<file path="src/rtl/cbu_pkg.sv">
package cbu_pkg;
  localparam int CC_W = 4;
  typedef enum logic [CC_W-1:0] {
    CC_EQ = 4'd0,
    CC_NE = 4'd1,
    CC_LT = 4'd2,
    CC_LE = 4'd3,
    CC_GT = 4'd4,
    CC_GE = 4'd5
  } cc_e;
endpackage

</file>
<file path="src/rtl/cbu_flag_reg.sv">
module cbu_flag_reg #(
  parameter int W = 32
) (
  input  logic         clk,
  input  logic         rst,
  input  logic         upd,
  input  logic [W-1:0] a,
  input  logic [W-1:0] b,
  output logic         z,
  output logic         n
);
  logic eq_c, lt_c;

  assign eq_c = (a == b);
  assign lt_c = ($signed(a) < $signed(b));

  always_ff @(posedge clk) begin
    if (rst) begin
      z <= 1'b0;
      n <= 1'b0;
    end else if (upd) begin
      z <= eq_c;
      n <= lt_c;
    end
  end

  // equal and less cannot both hold
  a_r3_z_n_exclusive: assert property (@(posedge clk) disable iff (rst)
    !(z && n));

  // flags move only on a compare
  a_r4_flags_hold: assert property (@(posedge clk) disable iff (rst)
    !upd |=> ($stable(z) && $stable(n)));
endmodule

</file>
<file path="src/rtl/cbu_cond_eval.sv">
module cbu_cond_eval
  import cbu_pkg::*;
#(
  parameter bit EXT_CONDS = 1'b1
) (
  input  logic [CC_W-1:0] sel,
  input  logic            z,
  input  logic            n,
  output logic            hit
);
  generate
    if (EXT_CONDS) begin : g_full
      always_comb begin
        case (sel)
          CC_EQ:   hit = z;
          CC_NE:   hit = !z;
          CC_LT:   hit = n && !z;
          CC_LE:   hit = n || z;
          CC_GT:   hit = !n && !z;
          CC_GE:   hit = !n;
          default: hit = 1'b0;
        endcase
      end
    end else begin : g_basic
      always_comb begin
        case (sel)
          CC_EQ:   hit = z;
          CC_LT:   hit = n && !z;
          default: hit = 1'b0;
        endcase
      end
    end
  endgenerate
endmodule

</file>
<file path="src/rtl/cbu_pc_sel.sv">
module cbu_pc_sel #(
  parameter int W = 32
) (
  input  logic         clk,
  input  logic         rst,
  input  logic         jmp,
  input  logic         jcond,
  input  logic         hit,
  input  logic [W-1:0] target,
  input  logic [W-1:0] pc_inc,
  output logic         taken,
  output logic [W-1:0] pc_next
);
  logic take_c;

  assign take_c = jmp || (jcond && hit);

  always_ff @(posedge clk) begin
    if (rst) begin
      taken   <= 1'b0;
      pc_next <= '0;
    end else begin
      taken   <= take_c;
      pc_next <= take_c ? target : pc_inc;
    end
  end

  // an unconditional jump always lands on the target
  a_r5_jump_loads_target: assert property (@(posedge clk) disable iff (rst)
    jmp |=> (taken && pc_next == $past(target)));

  // with no jump strobe the counter follows the incremented value
  a_r9_idle_keeps_pc: assert property (@(posedge clk) disable iff (rst)
    (!jmp && !jcond) |=> (!taken && pc_next == $past(pc_inc)));
endmodule

</file>
<file path="src/rtl/cbu_top.sv">
module cbu_top
  import cbu_pkg::*;
#(
  parameter int W         = 32,
  parameter bit EXT_CONDS = 1'b1
) (
  input  logic            clk,
  input  logic            rst,
  input  logic            op_cmp,
  input  logic            op_jmp,
  input  logic            op_jcond,
  input  logic [CC_W-1:0] cond_sel,
  input  logic [W-1:0]    reg_val,
  input  logic [W-1:0]    operand,
  input  logic [W-1:0]    target,
  input  logic [W-1:0]    pc_inc,
  output logic            flag_z,
  output logic            flag_n,
  output logic            br_taken,
  output logic [W-1:0]    pc_next
);
  logic cond_hit;

  cbu_flag_reg #(.W(W)) u_flags (
    .clk (clk),
    .rst (rst),
    .upd (op_cmp),
    .a   (reg_val),
    .b   (operand),
    .z   (flag_z),
    .n   (flag_n)
  );

  cbu_cond_eval #(.EXT_CONDS(EXT_CONDS)) u_cond (
    .sel (cond_sel),
    .z   (flag_z),
    .n   (flag_n),
    .hit (cond_hit)
  );

  cbu_pc_sel #(.W(W)) u_pc (
    .clk     (clk),
    .rst     (rst),
    .jmp     (op_jmp),
    .jcond   (op_jcond),
    .hit     (cond_hit),
    .target  (target),
    .pc_inc  (pc_inc),
    .taken   (br_taken),
    .pc_next (pc_next)
  );

  // codes above the defined set never branch
  a_r8_unused_code_not_taken: assert property (@(posedge clk) disable iff (rst)
    (op_jcond && !op_jmp && cond_sel > 4'd5) |=> !br_taken);

  // an equal-condition branch follows the zero flag held that cycle
  a_r6_eq_follows_z: assert property (@(posedge clk) disable iff (rst)
    (op_jcond && !op_jmp && cond_sel == 4'd0) |=> (br_taken == $past(flag_z)));
endmodule

</file>
<file path="config.mk">
export PLATFORM = sky130hd
export DESIGN_NAME = cbu_top
export DESIGN_NICKNAME = d
export VERILOG_FILES = /design/src/rtl/cbu_pkg.sv /design/src/rtl/cbu_flag_reg.sv /design/src/rtl/cbu_cond_eval.sv /design/src/rtl/cbu_pc_sel.sv /design/src/rtl/cbu_top.sv
export SDC_FILE = /design/constraint.sdc
export NUM_CORES = 1
export LEC_CHECK = 0
export BUFFER_PORTS_ARGS = -buffer_cell sky130_fd_sc_hd__buf_2
export CAP_MARGIN = 15
export CELL_PAD_IN_SITES_DETAIL_PLACEMENT = 0
export CELL_PAD_IN_SITES_GLOBAL_PLACEMENT = 1
export CORE_AREA = 2 2 73 110
export CTS_BUF_LIST = sky130_fd_sc_hd__clkbuf_4
export DETAILED_ROUTE_END_ITERATION = 16
export DIE_AREA = 0 0 75 112
export PLACE_DENSITY = 0.93
export SYNTH_ARGS = -nofsm -noshare
export SYNTH_HDL_FRONTEND = slang
export SYNTH_SLANG_ARGS = --single-unit
</file>
<file path="constraint.sdc">
create_clock -name clk -period 5.27 [get_ports clk]
set_clock_uncertainty 0.1 [all_clocks]
set_input_delay 1.054 -clock clk [delete_from_list [all_inputs] [get_ports clk]]
set_output_delay 1.054 -clock clk [all_outputs]
set_load 0.01 [all_outputs]
</file>
==> impl_results.md <==
* Initial Utilization at 28.4%
* Hold Crit Start: u_flags.z$_SDFFE_PP0P_
* TritonCTS Buffers at 5
* RSZ-0062 raised after global routing: no
* Vias in the first global route at 2191
* Clk sinks at 35
* Drt first pass iters at 4
* Slew HR at 57.6%
* Post-CTS Setup Bufs at 0
* Area growth syn-to-layout at 47.7%
* Pins Over Slew Limit at 0
* Max Cap Viol at 0
* Comb power frac at 27.3%
* Setup Crit Path Kind: input port to register
* Hold Crit Class: register to register
* Post-route insts no fill at 510
* Yosys top cell area share at 33.0%
* Crit path cell chain: buf_2, ha_1, nand4_1, nor4_1, nand2_1, nor4_1, a21oi_1, nor2_1
* Hold_buf cts at 0
* Worst Hold Path Cells at 2
* Detail Route Antenna Nets at 0
* Share of power burned in registers at 43.9%
* Full die area at 8400 um2
* Row cnt at 39
* Crit end category: register
* Largest area contributor in the netlist: dfxtp_1
* Register area share after synthesis at 33.0%
* Gpl congestion at 0.805
* Clk pin slew, worst setup/hold paths at 0.11 ns
* Req. time, crit path at 5.43 ns
* Initial antenna violation count at 0
* Final setup fails at 0
* Synthesized Nets at 404
* First-pass GRT wire length at 8.98 mm
* Switch Pwr at 179 uW
* Buf/Inv on CP at 1
* Leakage power at 1.83 nW
* 1st-iter DRT viols at 44
* Startpoint Class: input port
* Setup TNS at 0 ns
* Top_reg_cell synth: dfxtp_1
* Hold Path Sink: u_flags.z$_SDFFE_PP0P_
* CP Max Fanout at 5
* Share of flip-flops with an asynchronous set or reset at 0%
* Layout Nets at 576
* Routed wire per std cell at 11.3 um
* Status: finished, final reports clean
* Yosys warnings at 0
* Sw Share at 27.4%
* Ports at 172
* Power per cell area at 209 nW/um2
* Die X-Extent at 75 um
* Mean post-synth cell area at 9.04 um2
* Unique cell type count in the Yosys netlist at 29
* Clock network fraction of total power at 28.8%
* Post-CTS resize count at 0
* DRC errors left at 0
* Family with the most delay on the worst path: simple AND/OR/NAND/NOR gates
* Worst path slowest cell: nor4_1
* Final min period at 2.71 ns
* Mapped Cells at 235
* Gr usage total at 13.7%
* Clock Path Buffers at 2
* Reg2reg setup slack at 3.21 ns
* Largest net degree at the start of global routing at 38
* Number of flops mapped to enable cells by yosys at 0
* Root buffer cell: clkbuf_4
* CTS tree: built
* Gr ovfl total at 0
* Antenna diodes at 0
* Vias/cell at 4.32
* Worst-skew pair later-pin latency at 0.32 ns
* Worst R2R Start: u_flags.z$_SDFFE_PP0P_
* Top area cells in the synthesized netlist: dfxtp_1 (33%), ha_1 (19%), mux2i_1 (15%), inv_1 (6.2%), nor2_1 (6.2%)
* Final hold violations at 0
* Tot Pwr at 655 uW
* Max Fclk at 368 MHz
* #FFs+latches synth at 35
* Critical Path AT at 2.88 ns
* Internal power at 476 uW
* Cell Area, Synth at 2120 um2
* Inst Count DP at 502
* DP Worst Slack at 2.23 ns
* Worst Reg-to-Reg Cells at 7
* Core outline area at 7470 um2
* Dpl hpwl at 5.04 mm
* WL final at 5.78 mm
* Slew at the pin closest to its max-slew limit at 0.629 ns
* Fillers at 757
* Vias at 2204
* Max stage delay on crit path at 0.63 ns
* Port buffer count at 171
* Share of cells above drive strength 1 at 45.1%
* Setup WS post-layout at 2.56 ns
* Htree depth at 2
* FF-to-FF End: u_pc.pc_next[25]$_SDFF_PP0_
* Peak supply drop at 86.0 uV
* Die Span Y at 112 um
* Final worst-path cycle share at 51.5%
* Top cell by count, worst path: nor4_1
[worst max path at each step]
stage | from | end | slack (ns) | cells after the start
after CTS | reg_val[31] | u_flags.z$_SDFFE_PP0P_ | 2.57 | 8
final | reg_val[31] | u_flags.z$_SDFFE_PP0P_ | 2.56 | 8
after global placement | operand[31] | u_flags.z$_SDFFE_PP0P_ | 2.22 | 9
after floorplan | operand[17] | u_flags.n$_SDFFE_PP0P_ | 2.61 | 8
after global routing | operand[31] | u_flags.z$_SDFFE_PP0P_ | 2.34 | 9
after detailed placement | reg_val[31] | u_flags.z$_SDFFE_PP0P_ | 2.23 | 8
[layout by cell type, fill, tap and decap left out, types with 5 or more instances in the layout]
cell,netlist,layout
a21oi_1,14,14
inv_1,35,35
ha_1,32,32
nor2_1,35,35
nand4_1,7,7
mux2i_1,32,32
nand3_1,6,6
clkbuf_4,0,5
nand2_1,6,6
dfxtp_1,35,35
buf_2,0,171
[power by group through the flow]
stage | registers (mW) | logic, mW | clock network, mW
floorplan | 0.305 | 0.0867 | 0
global placement | 0.294 | 0.176 | 0
detailed placement | 0.294 | 0.181 | 0
CTS | 0.288 | 0.182 | 0.201
global route | 0.290 | 0.205 | 0.211
finish | 0.288 | 0.179 | 0.189
[layer usage]
| layer | global-route usage, % | vias up | part of all wire (%) |
|---|---|---|---|
| met5 | 0 | - | 0 |
| met4 | 4.29 | 0 | 0.80 |
| met3 | 2.99 | 4 | 9.0 |
| met2 | 27.8 | 122 | 55 |
| met1 | 12.3 | 934 | 35 |
| li1 | - | 1144 | - |
[registers in the layout (all words and copies together) (netlist names)]
signal and cells:
u_pc.pc_next 32, u_flags.n 1, u_flags.z 1, u_pc.taken 1
[logic make-up after synthesis]
group | share of synthesized area [%]
adders and majority gates | 18.9
buffers and inverters | 9.02
DFF | 33.0
and+or+nand+nor | 12.4
xor gates and xnor gates | 0.413
AOI/OAI and AO/OA | 10.7
muxes | 15.6
[cell usage after synthesis (3+ instances only)]
| master | count |
|---|---|
| dfxtp_1 | 35 |
| mux2i_1 | 32 |
| nand3_1 | 6 |
| nand4_1 | 7 |
| o21ai_0 | 4 |
| inv_1 | 35 |
| clkbuf_1 | 4 |
| ha_1 | 32 |
| nor2_1 | 35 |
| a21oi_1 | 14 |
| buf_8 | 3 |
| a21o_1 | 3 |
| nand2_1 | 6 |
[final cells by class]
| type | count | area, um2 | area share (%) |
|---|---|---|---|
| Inverter | 35 | 131 | 4.19 |
| Timing Repair Buffer | 172 | 863 | 27.5 |
| Multi-Input combinational cell | 158 | 1230 | 39.3 |
| Tap cell | 102 | 128 | 4.07 |
| Sequential cell | 35 | 701 | 22.3 |
| Clock inverter | 3 | 43.8 | 1.40 |
| Clock buffer | 5 | 37.5 | 1.20 |
[tightest hold or removal path, cell delays in order, from the launching register on]
cell,delay (ns)
dfxtp_1,0.36
a21oi_1,0.13
nor2_1,0.04
[metrics by stage]
stage / hold WS [ns] / area [um2] / utilization [%]
after global routing: 0.534 / 3140 / 42.0
after CTS: 0.468 / 3140 / 42.0
after floorplan: 0.451 / 2120 / -
after global placement: 0.435 / 3050 / 40.9
after detailed placement: 0.441 / 3050 / 40.9
final: 0.472 / 3140 / 42.0
Power figures use the tool's default switching activity.
